$ cat src/rtl/pal_array.sv
module pal_array #(
  parameter int N_DED = 10,
  parameter int N_PIN = 8,
  parameter int N_FB  = 6,
  parameter int FB_LO = 1,
  parameter int N_SUM = 7
) (
  input  logic             cfg_clk,
  input  logic             cfg_rst_n,
  input  logic             cfg_en,
  input  logic             cfg_bit,
  output logic             cfg_done,
  input  logic [N_DED-1:0] ded_in,
  input  logic [N_PIN-1:0] pin_in,
  output logic [N_PIN-1:0] pin_out,
  output logic [N_PIN-1:0] pin_oe
);
  localparam int N_SIG    = N_DED + N_FB;
  localparam int MASK_W   = 2 * N_SIG;
  localparam int N_TERM   = N_SUM + 1;
  localparam int N_MASK   = N_PIN * N_TERM;
  localparam int CFG_BITS = N_MASK * MASK_W;
  localparam int CNT_W    = $clog2(CFG_BITS) + 1;
  localparam logic [N_PIN-1:0] FB_SEL = ((N_PIN'(1) << N_FB) - N_PIN'(1)) << FB_LO;

  logic [CFG_BITS-1:0] cfg_sr;
  logic [CNT_W-1:0]    bit_cnt;
  logic [N_SIG-1:0]    sig;
  logic [N_MASK-1:0]   term;
  logic [N_PIN-1:0]    pin_unused;

  always_ff @(posedge cfg_clk or negedge cfg_rst_n) begin
    if (!cfg_rst_n) begin
      cfg_sr  <= '0;
      bit_cnt <= '0;
    end else if (cfg_en) begin
      cfg_sr <= {cfg_sr[CFG_BITS-2:0], cfg_bit};
      if (bit_cnt != CNT_W'(CFG_BITS)) bit_cnt <= bit_cnt + 1'b1;
    end
  end

  assign cfg_done   = (bit_cnt == CNT_W'(CFG_BITS));
  assign sig        = {pin_in[FB_LO+N_FB-1:FB_LO], ded_in};
  assign pin_unused = pin_in & ~FB_SEL;

  for (genvar t = 0; t < N_MASK; t++) begin : g_term
    logic [MASK_W-1:0] mask;
    logic [N_SIG-1:0]  lit_ok;
    assign mask = cfg_sr[t*MASK_W +: MASK_W];
    for (genvar s = 0; s < N_SIG; s++) begin : g_lit
      assign lit_ok[s] = (~mask[2*s] | sig[s]) & (~mask[2*s+1] | ~sig[s]);
    end
    assign term[t] = &lit_ok;
  end

  for (genvar o = 0; o < N_PIN; o++) begin : g_pin
    assign pin_out[o] = ~|term[o*N_TERM +: N_SUM];
    assign pin_oe[o]  = term[o*N_TERM + N_SUM];
  end

  // shifting inserts the serial bit at the bottom of the image
  a_r2_shift_in: assert property (@(posedge cfg_clk) disable iff (!cfg_rst_n)
    cfg_en |=> cfg_sr[0] == $past(cfg_bit));
  // image frozen when not shifting
  a_r2_hold: assert property (@(posedge cfg_clk) disable iff (!cfg_rst_n)
    !cfg_en |=> $stable(cfg_sr));
  // done is sticky
  a_r3_done_sticky: assert property (@(posedge cfg_clk) disable iff (!cfg_rst_n)
    cfg_done |=> cfg_done);
  // done only rises after a shift
  a_r3_done_rise: assert property (@(posedge cfg_clk) disable iff (!cfg_rst_n)
    $rose(cfg_done) |-> $past(cfg_en));
  // count frozen when not shifting
  a_r3_count_hold: assert property (@(posedge cfg_clk) disable iff (!cfg_rst_n)
    !cfg_en |=> $stable(bit_cnt));
endmodule

$ cat config.mk
export PLATFORM = sky130hd
export DESIGN_NAME = pal_array
export DESIGN_NICKNAME = d
export VERILOG_FILES = /design/src/rtl/pal_array.sv
export SDC_FILE = /design/constraint.sdc
export NUM_CORES = 2
export LEC_CHECK = 0
export BUFFER_PORTS_ARGS = -buffer_cell sky130_fd_sc_hd__clkbuf_2
export CAP_MARGIN = 20
export CORE_MARGIN = 2
export CORE_UTILIZATION = 52
export CTS_CLUSTER_SIZE = 30
export DETAILED_ROUTE_END_ITERATION = 6
export GPL_TIMING_DRIVEN = 0
export PLACE_DENSITY_LB_ADDON = 0.1
export SLEW_MARGIN = 20
export SYNTH_ARGS = -nofsm -noshare
export SYNTH_HDL_FRONTEND = slang
export SYNTH_SLANG_ARGS = --single-unit
$ cat constraint.sdc
create_clock -name cfg_clk -period 1.3 [get_ports cfg_clk]
set_input_delay 0.065 -clock cfg_clk [delete_from_list [all_inputs] [get_ports cfg_clk]]
set_output_delay 0.065 -clock cfg_clk [all_outputs]
set_load 0.01 [all_outputs]
# Word-level counts from Yosys, hierarchy flattened
# Index checks and enable logic that the tools add are counted.
# op_classes
n_addsub	1
reduce_logical	81
eq_ne	2
n_bitwise	5136
# ops
cell	count
NOT 1 bit	2064
bitwise OR 1 bit	2048
AND 1 bit	1024
AND reduction 16 bit	64
OR reduction 7 bit	8
adder 12 x 1 -> 12 bit (second input constant)	1
equality test 12 bit (second input constant)	1
inequality test 12 bit (second input constant)	1
zero test 1 bit	8
AND reduction 2 bit	1
# word_totals
inputBits	22
output_inout_bits	17
elab_cells	5222
register_bits	2060

# Longest topological paths before layout
# depth
word_depth	6
depth_mapped	8
depth_no_buf	7

# Worst setup path before layout
# OpenSTA, ideal clock, no wires.
# synth_timing
path_type	input port to output port
startpoint	in ded_in[4]
endpoint	out pin_out[0]
slack_ns	-0.213
arrival_ns	1.448
required_time_ns	1.235
stages	7
n_path_buf	2
path_cell_list	buf_6 > buf_12 > mux2i_1 > nand4_1 > nor4_1 > or4_1 > nor4_1
# synth_between
elab_chain_cells	6
elab_cells_between_ends	31
# synth_rtl
item	line_no	source
start, declared	13	input logic [N_DED-1:0] ded_in,
NOT 1 bit	51	assign lit_ok[s] = (~mask[2*s] | sig[s]) & (~mask[2*s+1] | ~sig[s]);
bitwise OR 1 bit	51	
AND 1 bit	51	
AND reduction 16 bit	53	assign term[t] = &lit_ok;
OR reduction 7 bit *	57	assign pin_out[o] = ~|term[o*N_TERM +: N_SUM];
zero test 1 bit *	57	
end, declared	15	output logic [N_PIN-1:0] pin_out,
# Mark *: on every way between the ends. The rest lies on a longest branch, timed or not.

# Worst setup path in the final report
# layout_timing
startpoint	reg cfg_sr[1728]
endpoint	out pin_out[6]
# layout_between
elab_chain_cells	6
# layout_rtl
item	line_no	source
start, declared	26	logic [CFG_BITS-1:0] cfg_sr;
start signal, assigned	37	cfg_sr <= {cfg_sr[CFG_BITS-2:0], cfg_bit};
NOT 1 bit	51	
bitwise OR 1 bit	51	
AND 1 bit	51	
AND reduction 16 bit	53	
OR reduction 7 bit	57	
zero test 1 bit	57	
# No other way between the ends.

==> results.tsv <==
metric	value	unit
Crit Path Class	flop to output pin	
number of nets still failing antenna checks after routing	0	
Max H-tree Level	4	
design area	103000	um^2
Placed Area	94000	um^2
highest clock rate	325	MHz
YS warnings	0	
most common flop cell mapped by yosys	dfrtp_1	
Max clock buf depth	3	
Detailed Route WL	218000	um
DR DRC count	0	
via count	49610	
critical path's top delay family	simple AND/OR/NAND/NOR gates	
status	finished with violations	
PortBufs	19	
CTS tree	done	
final hold vios	0	
Die H	419	um
crit-path cells	mux2i_2 > nand4_1 > nor4_4 > or4_4 > nor4_4 > buf_2	
clk sink count	2060	
share of layout cells above drive strength 1	46.5	%
endpoint class of the critical path	output pin	
RR Startpoint	bit_cnt[0]$_DFFE_PN0P_	
Bufs and invs on worst path	1	
NumNets Final	6207	
Max-Cap Viols	0	
final std cells w/o fill	8588	
drt first pass iters	5	
Slew Limit Fails	0	
TritonCTS Buffers	213	
EDFF count, synth	0	
placer congestion estimate	0.789	
Root Buffer	clkbuf_16	
RSZ-0062 raised after global routing	yes	
worst hold path depth	4	
Synth Instances	5851	
die area	175000	um^2
Critical Path Slowest Stage Cell	or4_4	
startpoint types	flop	
worst-skew pair later-pin latency	0.84	ns
most common cell after layout, fill and taps aside	mux2_2	
most frequent cells in the layout	2048 x mux2_2, 2040 x dfrtp_1, 1001 x mux2i_1	
syn_area_per_cell	15.3	um^2
skew final	0.0214	ns
Routed wire per std cell	25.4	um
reg-to-reg critical path endpoint	bit_cnt[3]$_DFFE_PN0P_	
Setup violations, final	1602	
FF-to-FF setup slack	-0.21	ns
Initial Util	52.2	%
min Tclk post-route	3.08	ns
Crit path arrival time	3.02	ns
hpwl dp	140000	um
largest net degree at the start of global routing	91	
Power Dens Cells	1310	nW/um^2
crit share post-route	237	%
total power	135	mW
placed cells	8132	
Post-Syn Area	89400	um^2
GRT Util Overall	25.1	%
failing checks	setup timing	
Sum Neg Setup Slack	-951.45	ns
Yosys reg bits	2060	
post-layout util	59.9	%
Worst Tran Pin Value	0.932	ns
required time worst endpoint	1.24	ns
Distinct cells, synth	25	
worst r2r path cells	8	
initial antenna violation count	9	
I/O pin total	39	
net count after synthesis	5875	
CP dominant cell by count	nor4_4	
hold_sp	cfg_en	
max incr delay on CP	0.55	ns
area delta synth->final	14.6	%
clock slew at reported path FFs	0.06	ns
Worst Slack Setup Final	-1.78	ns
Hold Crit Class	input pin to flop	
vias per inst	5.78	
Max VDD drop	1410	uV
static leakage power	53.6	nW
Hold EP	cfg_sr[947]$_DFFE_PN0P_	
CP max FO	2	
asr flop ratio synth	100	%
grt ovf	0	
first-pass GRT wire length	327000	um
Seq/Total Area, Yosys	57.6	%
number of DRC markers in iteration 0	3122	
core box area	171000	um^2
site row count	152	
number of global-route vias before repair	51454	
Chip Width	419	um
Max transition margin	37.8	%
## logic make-up after synthesis
logic type | share of synthesized area, %
adder cells (fa/ha/maj) | 0.0280
XOR/XNOR | 0.108
AND/OR/NAND/NOR | 2.50
flip-flops | 57.6
multiplexers | 37.3
AO/OA/AOI/OAI | 0.00559
buffers and inverters | 2.46
## cell type report
cell class              count  area (um^2)
diodes                      2         5.00
well taps                2233         2790
repair buffers            117         1820
plain buffers             341         2820
clock buffers             323         6330
fillers                 13344        68600
clock inverters            62          662
flip-flops and latches   2060        51600
inverters                   3         11.3
multi-input cells        3447        36500
## metrics by stage
stage / setup WS, ns / hold slack, ns
2_1_floorplan: -0.100 / -0.231
3_5_place_dp: -1.87 / 0.0603
4_1_cts: -1.95 / -0.831
6_report: -1.78 / 0.346
3_3_place_gp: -50.43 / 0.350
5_1_grt: -1.81 / 0.362
## worst reg2reg max path, stage by stage (launching register included)
cell and delay, ns:
dfrtp_1 0.40, inv_2 0.08, ha_4 0.12, nor4b_4 0.17
nand4_1 0.15, and2_4 0.19, buf_8 0.14, nand2b_4 0.07
xnor2_2 0.11
## sequential cells by signal, indices dropped and copies added, names as in the netlist
register and cells:
bit_cnt 12, cfg_sr 2048
## cells in the mapped netlist (5+ instances only)
| library cell | instances | area, um^2 |
|---|---|---|
| buf_12 | 11 | 220 |
| dfrtp_1 | 2060 | 51500 |
| nor2_1 | 5 | 18.8 |
| xnor2_1 | 8 | 70.1 |
| or4_1 | 8 | 60.1 |
| mux2_2 | 2048 | 23100 |
| buf_8 | 11 | 165 |
| clkbuf_1 | 22 | 82.6 |
| mux2i_1 | 1024 | 10200 |
| nor4_1 | 73 | 457 |
| nand4_1 | 260 | 1630 |
| buf_6 | 31 | 349 |
| buf_2 | 250 | 1250 |
| nand2_1 | 9 | 33.8 |
| buf_4 | 15 | 113 |
## layer usage
| layer | track usage [%] | vias to the layer above | wire [um] |
|---|---|---|---|
| met3 | 4.00 | 288 | 8640 |
| met2 | 39.1 | 701 | 101000 |
| met1 | 36.2 | 26359 | 102000 |
| met5 | 0 | - | 0 |
| met4 | 7.45 | 0 | 5920 |
| li1 | - | 22262 | - |
## power by group
group          total, mW  switching (mW)  internal, mW  leakage, nW
Combinational       8.58            5.19          3.39         21.4
Clock               61.0            25.5          35.6         3.47
Sequential          65.1           0.426          64.6         28.7
Total                135            31.1           104         53.6
## worst max path at each step
stage / from / to / slack [ns] / depth (start not counted)
3_5_place_dp: cfg_rst_n / cfg_sr[1159]$_DFFE_PN0P_ / -1.87 / 7
3_3_place_gp: cfg_rst_n / cfg_sr[1200]$_DFFE_PN0P_ / -50.43 / 1
5_1_grt: cfg_sr[1728]$_DFFE_PN0P_ / pin_out[6] / -1.81 / 6
6_report: cfg_sr[1728]$_DFFE_PN0P_ / pin_out[6] / -1.78 / 6
2_1_floorplan: ded_in[4] / pin_out[0] / -0.10 / 7
4_1_cts: cfg_sr[1728]$_DFFE_PN0P_ / pin_out[6] / -1.95 / 6
## repair_timing
item,CTS,global route
pin swaps,48,32
gates cloned,12,9
setup buffers,35,7
gates resized for setup,88,52
endpoints found under the setup margin,2853,724
hold buffers,5,3
hold endpoints to repair,558,603
Power figures use the tool's default switching activity.
